<file path="config.mk">
export PLATFORM = sky130hd
export DESIGN_NAME = qacc_top
export DESIGN_NICKNAME = d
export VERILOG_FILES = /design/src/rtl/qacc_pkg.sv /design/src/rtl/qacc_scaler.sv /design/src/rtl/qacc_integrator.sv /design/src/rtl/qacc_seconds.sv /design/src/rtl/qacc_top.sv
export SDC_FILE = /design/constraint.sdc
export NUM_CORES = 1
export LEC_CHECK = 0
export BUFFER_PORTS_ARGS = -buffer_cell sky130_fd_sc_hd__buf_2
export CORE_UTILIZATION = 40
export DETAILED_ROUTE_END_ITERATION = 16
export PLACE_DENSITY = 0.61
export SYNTH_ARGS = -nofsm -noshare
export SYNTH_HDL_FRONTEND = slang
export SYNTH_HIERARCHICAL = 1
export SYNTH_SLANG_ARGS = --single-unit
</file>
<file path="constraint.sdc">
create_clock -name clk -period 4.3 [get_ports clk]
set_clock_uncertainty 0.1 [all_clocks]
set_input_delay 0.645 -clock clk [delete_from_list [all_inputs] [get_ports clk]]
set_output_delay 0.645 -clock clk [all_outputs]
set_load 0.01 [all_outputs]
</file>
<file path="src/rtl/qacc_pkg.sv">
// Shared definitions for the charge accumulator.
// Assumes: used by every qacc_* module; holds no state.
package qacc_pkg;

    // Sample-rate select encoding
    typedef enum logic {
        RATE_FAST = 1'b0,
        RATE_SLOW = 1'b1
    } rate_e;

    // Fraction preset: one half of an integer unit
    function automatic logic [63:0] half_unit(input int frac_w);
        logic [63:0] v;
        v = 64'd1 << (frac_w - 1);
        return v;
    endfunction

endpackage

</file>
<file path="src/rtl/qacc_scaler.sv">
// Scales one signed sample by the rate-dependent constant and registers the
// sign-extended addend for the accumulator (one cycle of latency).
// Assumes: SAMPLE_W + SCALE_W + 1 <= ACC_W; flush_i drops any value in flight.
module qacc_scaler
    import qacc_pkg::*;
#(
    parameter int SAMPLE_W = 16,
    parameter int SCALE_W  = 32,
    parameter int ACC_W    = 64,
    parameter logic [SCALE_W-1:0] SCALE_FAST = 32'h0400_0000,
    parameter logic [SCALE_W-1:0] SCALE_SLOW = 32'h4000_0000
) (
    input  logic                clk,
    input  logic                rst_n,
    input  logic                flush_i,
    input  logic [SAMPLE_W-1:0] sample_i,
    input  logic                valid_i,
    input  logic                rate_i,
    output logic [ACC_W-1:0]    addend_o,
    output logic                addend_v_o
);
    localparam int PROD_W = SAMPLE_W + SCALE_W + 1;

    logic [SCALE_W-1:0]       scale;
    logic signed [PROD_W-1:0] prod;
    logic [ACC_W-1:0]         prod_ext;

    // Pick the scale constant for the current rate
    always_comb begin
        scale = (rate_e'(rate_i) == RATE_SLOW) ? SCALE_SLOW : SCALE_FAST;
    end

    // Signed sample times unsigned scale
    always_comb begin
        prod = PROD_W'($signed(sample_i)) * PROD_W'($signed({1'b0, scale}));
    end

    // Sign-extend the product to the accumulator width
    generate
        if (PROD_W < ACC_W) begin : g_ext
            assign prod_ext = {{(ACC_W - PROD_W){prod[PROD_W-1]}}, prod};
        end else begin : g_same
            assign prod_ext = ACC_W'(prod);
        end
    endgenerate

    // Register the addend and its strobe; flush or reset empties the stage
    always_ff @(posedge clk) begin
        if (!rst_n || flush_i) begin
            addend_v_o <= 1'b0;
            addend_o   <= '0;
        end else begin
            addend_v_o <= valid_i;
            if (valid_i) begin
                addend_o <= prod_ext;
            end
        end
    end

    // a flushed cycle never carries a sample forward
    a_r6_flush_empties: assert property (@(posedge clk) disable iff (!rst_n)
        flush_i |=> !addend_v_o);

    // each accepted strobe produces exactly one addend strobe
    a_r10_stage_follows: assert property (@(posedge clk) disable iff (!rst_n)
        (!flush_i) |=> (addend_v_o == $past(valid_i)));

endmodule

</file>
<file path="src/rtl/qacc_integrator.sv">
// Adds a 64-bit two's-complement addend into the {integer, fraction} total,
// using a split adder: fraction sum with carry-out, then integer sum with
// carry-in. Clear or reset presets the fraction to one half.
// Assumes: the addend is already sign-extended to INT_W + FRAC_W bits.
module qacc_integrator
    import qacc_pkg::*;
#(
    parameter int INT_W  = 32,
    parameter int FRAC_W = 32,
    localparam int ACC_W = INT_W + FRAC_W
) (
    input  logic              clk,
    input  logic              rst_n,
    input  logic              clr_i,
    input  logic [ACC_W-1:0]  addend_i,
    input  logic              add_v_i,
    output logic [INT_W-1:0]  int_o,
    output logic [FRAC_W-1:0] frac_o
);
    localparam logic [FRAC_W-1:0] FRAC_HALF = FRAC_W'(half_unit(FRAC_W));

    logic [INT_W-1:0]  int_q;
    logic [FRAC_W-1:0] frac_q;
    logic [FRAC_W:0]   frac_sum;
    logic              carry;
    logic [INT_W-1:0]  int_sum;

    // Fraction half of the adder with its carry out
    always_comb begin
        frac_sum = {1'b0, frac_q} + {1'b0, addend_i[FRAC_W-1:0]};
        carry    = frac_sum[FRAC_W];
    end

    // Integer half of the adder; the carry-in completes the borrow or carry
    always_comb begin
        int_sum = int_q + addend_i[ACC_W-1:FRAC_W] + {{(INT_W-1){1'b0}}, carry};
    end

    // Total register: preset on reset or clear, accumulate on strobe
    always_ff @(posedge clk) begin
        if (!rst_n || clr_i) begin
            int_q  <= '0;
            frac_q <= FRAC_HALF;
        end else if (add_v_i) begin
            int_q  <= int_sum;
            frac_q <= frac_sum[FRAC_W-1:0];
        end
    end

    assign int_o  = int_q;
    assign frac_o = frac_q;

    // clear leaves the rounding preset behind
    a_r6_clear_preset: assert property (@(posedge clk) disable iff (!rst_n)
        clr_i |=> (int_o == '0 && frac_o == FRAC_HALF));

    // no strobe, no change
    a_r9_idle_hold: assert property (@(posedge clk) disable iff (!rst_n)
        (!add_v_i && !clr_i) |=> ($stable(int_o) && $stable(frac_o)));

    // a negative addend with a zero fraction part lowers the integer
    a_r5_borrow: assert property (@(posedge clk) disable iff (!rst_n)
        (add_v_i && !clr_i && addend_i[ACC_W-1] && addend_i[FRAC_W-1:0] == '0)
        |=> (int_o != $past(int_o)) && $stable(frac_o));

endmodule

</file>
<file path="src/rtl/qacc_seconds.sv">
// Saturating counter of one-second ticks since the last clear.
// Assumes: tick_i is one cycle wide; clear has priority over a tick.
module qacc_seconds #(
    parameter int SEC_W = 32
) (
    input  logic             clk,
    input  logic             rst_n,
    input  logic             clr_i,
    input  logic             tick_i,
    output logic [SEC_W-1:0] sec_o
);
    localparam logic [SEC_W-1:0] SEC_MAX = '1;

    logic [SEC_W-1:0] sec_q;

    // Count ticks, stop at all ones, zero on clear or reset
    always_ff @(posedge clk) begin
        if (!rst_n || clr_i) begin
            sec_q <= '0;
        end else if (tick_i && sec_q != SEC_MAX) begin
            sec_q <= sec_q + 1'b1;
        end
    end

    assign sec_o = sec_q;

    // a tick below the limit advances by exactly one
    a_r7_tick_step: assert property (@(posedge clk) disable iff (!rst_n)
        (tick_i && !clr_i && sec_o != SEC_MAX) |=> (sec_o == $past(sec_o) + 1'b1));

    // the limit is held
    a_r8_saturate: assert property (@(posedge clk) disable iff (!rst_n)
        (sec_o == SEC_MAX && !clr_i) |=> (sec_o == SEC_MAX));

    // clear wins over a tick
    a_r6_clear_sec: assert property (@(posedge clk) disable iff (!rst_n)
        clr_i |=> (sec_o == '0));

endmodule

</file>
<file path="src/rtl/qacc_top.sv">
// Charge accumulator top: scaler stage, split integrator and seconds counter.
// Charge results land two edges after a sample strobe; seconds and clear
// take effect after one edge. Clear also flushes the scaler stage.
// Assumes: synchronous active-low reset; single clock.
module qacc_top #(
    parameter int SAMPLE_W = 16,
    parameter int INT_W    = 32,
    parameter int FRAC_W   = 32,
    parameter int SEC_W    = 32,
    parameter int SCALE_W  = 32,
    parameter logic [SCALE_W-1:0] SCALE_NORM = 32'h0400_0000,
    parameter logic [SCALE_W-1:0] SCALE_SLOW = 32'h4000_0000
) (
    input  logic                clk,
    input  logic                rst_n,
    input  logic [SAMPLE_W-1:0] sample_i,
    input  logic                sample_valid_i,
    input  logic                rate_sel_i,
    input  logic                sec_tick_i,
    input  logic                clear_i,
    output logic [INT_W-1:0]    charge_int_o,
    output logic [FRAC_W-1:0]   charge_frac_o,
    output logic [SEC_W-1:0]    elapsed_sec_o
);
    localparam int ACC_W = INT_W + FRAC_W;

    logic [ACC_W-1:0] addend;
    logic             addend_v;

    // Stage 1: scale and register
    qacc_scaler #(
        .SAMPLE_W  (SAMPLE_W),
        .SCALE_W   (SCALE_W),
        .ACC_W     (ACC_W),
        .SCALE_FAST(SCALE_NORM),
        .SCALE_SLOW(SCALE_SLOW)
    ) u_scaler (
        .clk       (clk),
        .rst_n     (rst_n),
        .flush_i   (clear_i),
        .sample_i  (sample_i),
        .valid_i   (sample_valid_i),
        .rate_i    (rate_sel_i),
        .addend_o  (addend),
        .addend_v_o(addend_v)
    );

    // Stage 2: accumulate
    qacc_integrator #(
        .INT_W (INT_W),
        .FRAC_W(FRAC_W)
    ) u_integ (
        .clk     (clk),
        .rst_n   (rst_n),
        .clr_i   (clear_i),
        .addend_i(addend),
        .add_v_i (addend_v),
        .int_o   (charge_int_o),
        .frac_o  (charge_frac_o)
    );

    // Elapsed-time counter
    qacc_seconds #(
        .SEC_W(SEC_W)
    ) u_sec (
        .clk   (clk),
        .rst_n (rst_n),
        .clr_i (clear_i),
        .tick_i(sec_tick_i),
        .sec_o (elapsed_sec_o)
    );

    // a strobe with no clear around it moves nothing on the first edge
    a_r2_latency: assert property (@(posedge clk) disable iff (!rst_n)
        (sample_valid_i && !clear_i && !addend_v) |=>
            ($stable(charge_int_o) && $stable(charge_frac_o)));

endmodule

</file>
==> out/qor.txt <==
Worst Tran Pin Value -> 1.12 ns
hold buffers post-CTS -> 0
detailed placement HPWL -> 19.8 mm
largest cells by area after synthesis -> dfxtp_1 22%, ha_1 17%, a21oi_1 4.6%
Leakage -> 5.62 nW
WS Path Type -> input pin to flip-flop
Fin. Hold Viols -> 0
Total GRT Usage -> 18.3%
Root Driver -> clkbuf_16
register bit total from synthesis -> 119
Num CTS Buffers -> 17
worst slack, placed -> -0.0706 ns
Synth Cell Area -> 10900 um^2
grt total ovfl -> 0
vias in the first global route -> 8820
Clock Latency Late Sink -> 0.42 ns
WP data arrival -> 4.11 ns
crit-path cells -> buf_2 -> buf_4 -> mux2_2 -> ha_1 -> ha_1 -> ha_1 -> ha_1 -> ha_1 -> a21oi_1 -> a211oi_1 -> buf_4 -> o41ai_1 -> a21boi_1 -> xnor2_1 -> a21oi_1
DRT iter0 DRCs -> 627
Logic pwr share -> 26.5%
DR vias -> 9525
CP endpoint kind -> flip-flop
Seq/Total Area, Yosys -> 21.9%
CP required -> 4.47 ns
clock tree from TritonCTS -> done
via/cell ratio -> 5.42
port bufs -> 117
H-tree levels -> 4
top-area cell type share of the netlist area -> 21.9%
io pins -> 118
pin count of the biggest net entering global routing -> 42
CTS Buffer Depth -> 2
Clock Pin Slew Worst Setup and Hold Paths -> 0.06 ns
Net Sw Frac -> 32.8%
die width -> 167 um
Int Power -> 2.26 mW
die height -> 167 um
Pins Over Slew Limit -> 0
Final min period -> 3.94 ns
Placement Rows -> 59
Post-synth ARST share -> 0%
DRC Markers -> 0
ys flop type -> dfxtp_1
fraction of layout cells with a size suffix above 1 -> 16.1%
Final Cycle Share -> 91.7%
largest fanout on the critical path -> 7
hold crit path type -> flip-flop to flip-flop
Crit path buffers/inverters -> 3
core area -> 26400 um^2
Top Family by Delay on Critical Path -> adder cells
Rel. slew slack -> 25.0%
Detailed Route WL -> 25.6 mm
global-route wire length before repair -> 42.5 mm
First-pass DRT Iterations -> 5
Cell variety after synth -> 86
critical path's most frequent cell -> ha_1
CP startpoint kind -> input pin
CP max stage delay -> 0.37 ns
hold slack -> 0.378 ns
Placer Congestion -> 0.842
peak supply drop -> 0.209 mV
initial antenna violation count -> 0
NetSw -> 1.10 mW
clock share of power -> 39.3%
EDFF count, synth -> 0
Ys Warns -> 6
Initial Util -> 41.2%
post-route ant nets -> 0
commonest non-fill, non-tap cell in the layout -> ha_1
Final WS setup -> 0.358 ns
nets@finish -> 1591
# clock sinks -> 119
fmax -> 254 MHz
total of max-cap violations -> 0
die area -> 27800 um^2
Reg power frac -> 34.2%
slowest CP cell -> ha_1
final setup fails -> 0
WL/cell -> 14.5 um
Syn Area/Cell -> 8.26 um^2
pwr dens -> 275 nW/um^2
Fillers -> 2653
status -> complete, no violations
Synth Instances -> 1316
Yosys top cell by area -> dfxtp_1
most frequent cells in the layout -> 144 x ha_1, 131 x nor2_1, 118 x dfxtp_1
Antenna Cells -> 0
area delta synth->final -> 12.3%
RSZ-0062 raised after global routing -> no
==> worst register-to-register path, delay by kind of cell, from the launching register on <==
family	cells	cell delay, ns
adders and majority gates	2	0.62
and+or+nand+nor	3	0.43
AOI/OAI and AO/OA	12	2.06
xor gates and xnor gates	1	0.16
DFF	1	0.39
==> per-layer routing <==
layer  part of all wire, %  vias to the layer above  GRT usage (%)
li1                      -                     4911              -
met1                    50                     4417           25.0
met2                    45                      179           29.9
met3                   3.7                       18           3.11
met4                  0.81                        0           3.90
met5                     0                        -              0
==> cells by family after synthesis <==
family                     count (synthesis)  share of synthesized area (%)
and+or+nand+nor                          419                           19.9
AOI/OAI and AO/OA                        331                           20.7
adders and majority gates                159                           19.2
buffers and inverters                    159                           7.39
DFF                                      119                           21.9
xor gates and xnor gates                  79                           6.37
muxes                                     49                           4.54
other                                      1                         0.0345
==> final cells by class <==
cell class | count | area, um^2 | share of cell area (%)
well taps | 335 | 419 | 3.43
flip-flops and latches | 119 | 2380 | 19.5
clock inverters | 15 | 118 | 0.963
multi-input cells | 1065 | 7820 | 64.0
clock buffers | 17 | 425 | 3.48
repair buffers | 150 | 833 | 6.83
inverters | 57 | 214 | 1.75
==> cell usage after synthesis (all sizes together), types with 31 or more instances <==
| cell | instances |
|---|---|
| inv | 57 |
| a21o | 35 |
| o21ai | 62 |
| xnor2 | 51 |
| buf | 69 |
| ha | 146 |
| a21oi | 102 |
| dfxtp | 119 |
| clkbuf | 33 |
| mux2i | 47 |
| nor2 | 131 |
| nand2 | 83 |
| nand3 | 31 |
==> flip-flops by register name, summed over array words and instances, names as in the netlist <==
name,flops
u_integ/frac_o,32
u_sec/sec_o,32
u_scaler/addend_o,22
u_integ/int_o,32
u_scaler/addend_v_o,1
==> path summary, 6_finish.rpt <==
kind	cells after the start	start	to	slack [ns]
max	15	rate_sel_i	u_scaler/addend_o[45]	0.36
min	2	u_scaler/addend_o[39]	u_scaler/addend_o[39]	0.38
max reg2reg	18	u_scaler/addend_o[27]	u_integ/int_o[27]	0.42
min reg2reg	2	u_scaler/addend_o[39]	u_scaler/addend_o[39]	0.38
==> power groups by stage <==
stage	sequential, mW	combinational (mW)	clock, mW
global placement	1.18	0.873	0
floorplan	1.17	0.665	0
CTS	1.15	0.891	1.36
global route	1.16	1.00	1.41
finish	1.15	0.891	1.32
detailed placement	1.18	0.882	0
==> stage by stage <==
stage	cells	utilization (%)	cell area (um^2)	total power, mW	setup TNS, ns
3_3_place_gp	1726	44.1	11600	2.05	-0.0538
6_report	1758	46.3	12200	3.36	0
3_5_place_dp	1726	44.1	11600	2.06	-0.109
5_1_grt	1758	46.3	12200	3.57	0
4_1_cts	1758	46.2	12200	3.40	0
2_1_floorplan	1343	-	11000	1.83	0
==> what timing repair did <==
action / in CTS / in global routing
buffers inserted: 0 / 0
endpoints found under the setup margin: 0 / 6
resized for setup: 0 / 7
Note: power is estimated with default switching activity, not from simulation.
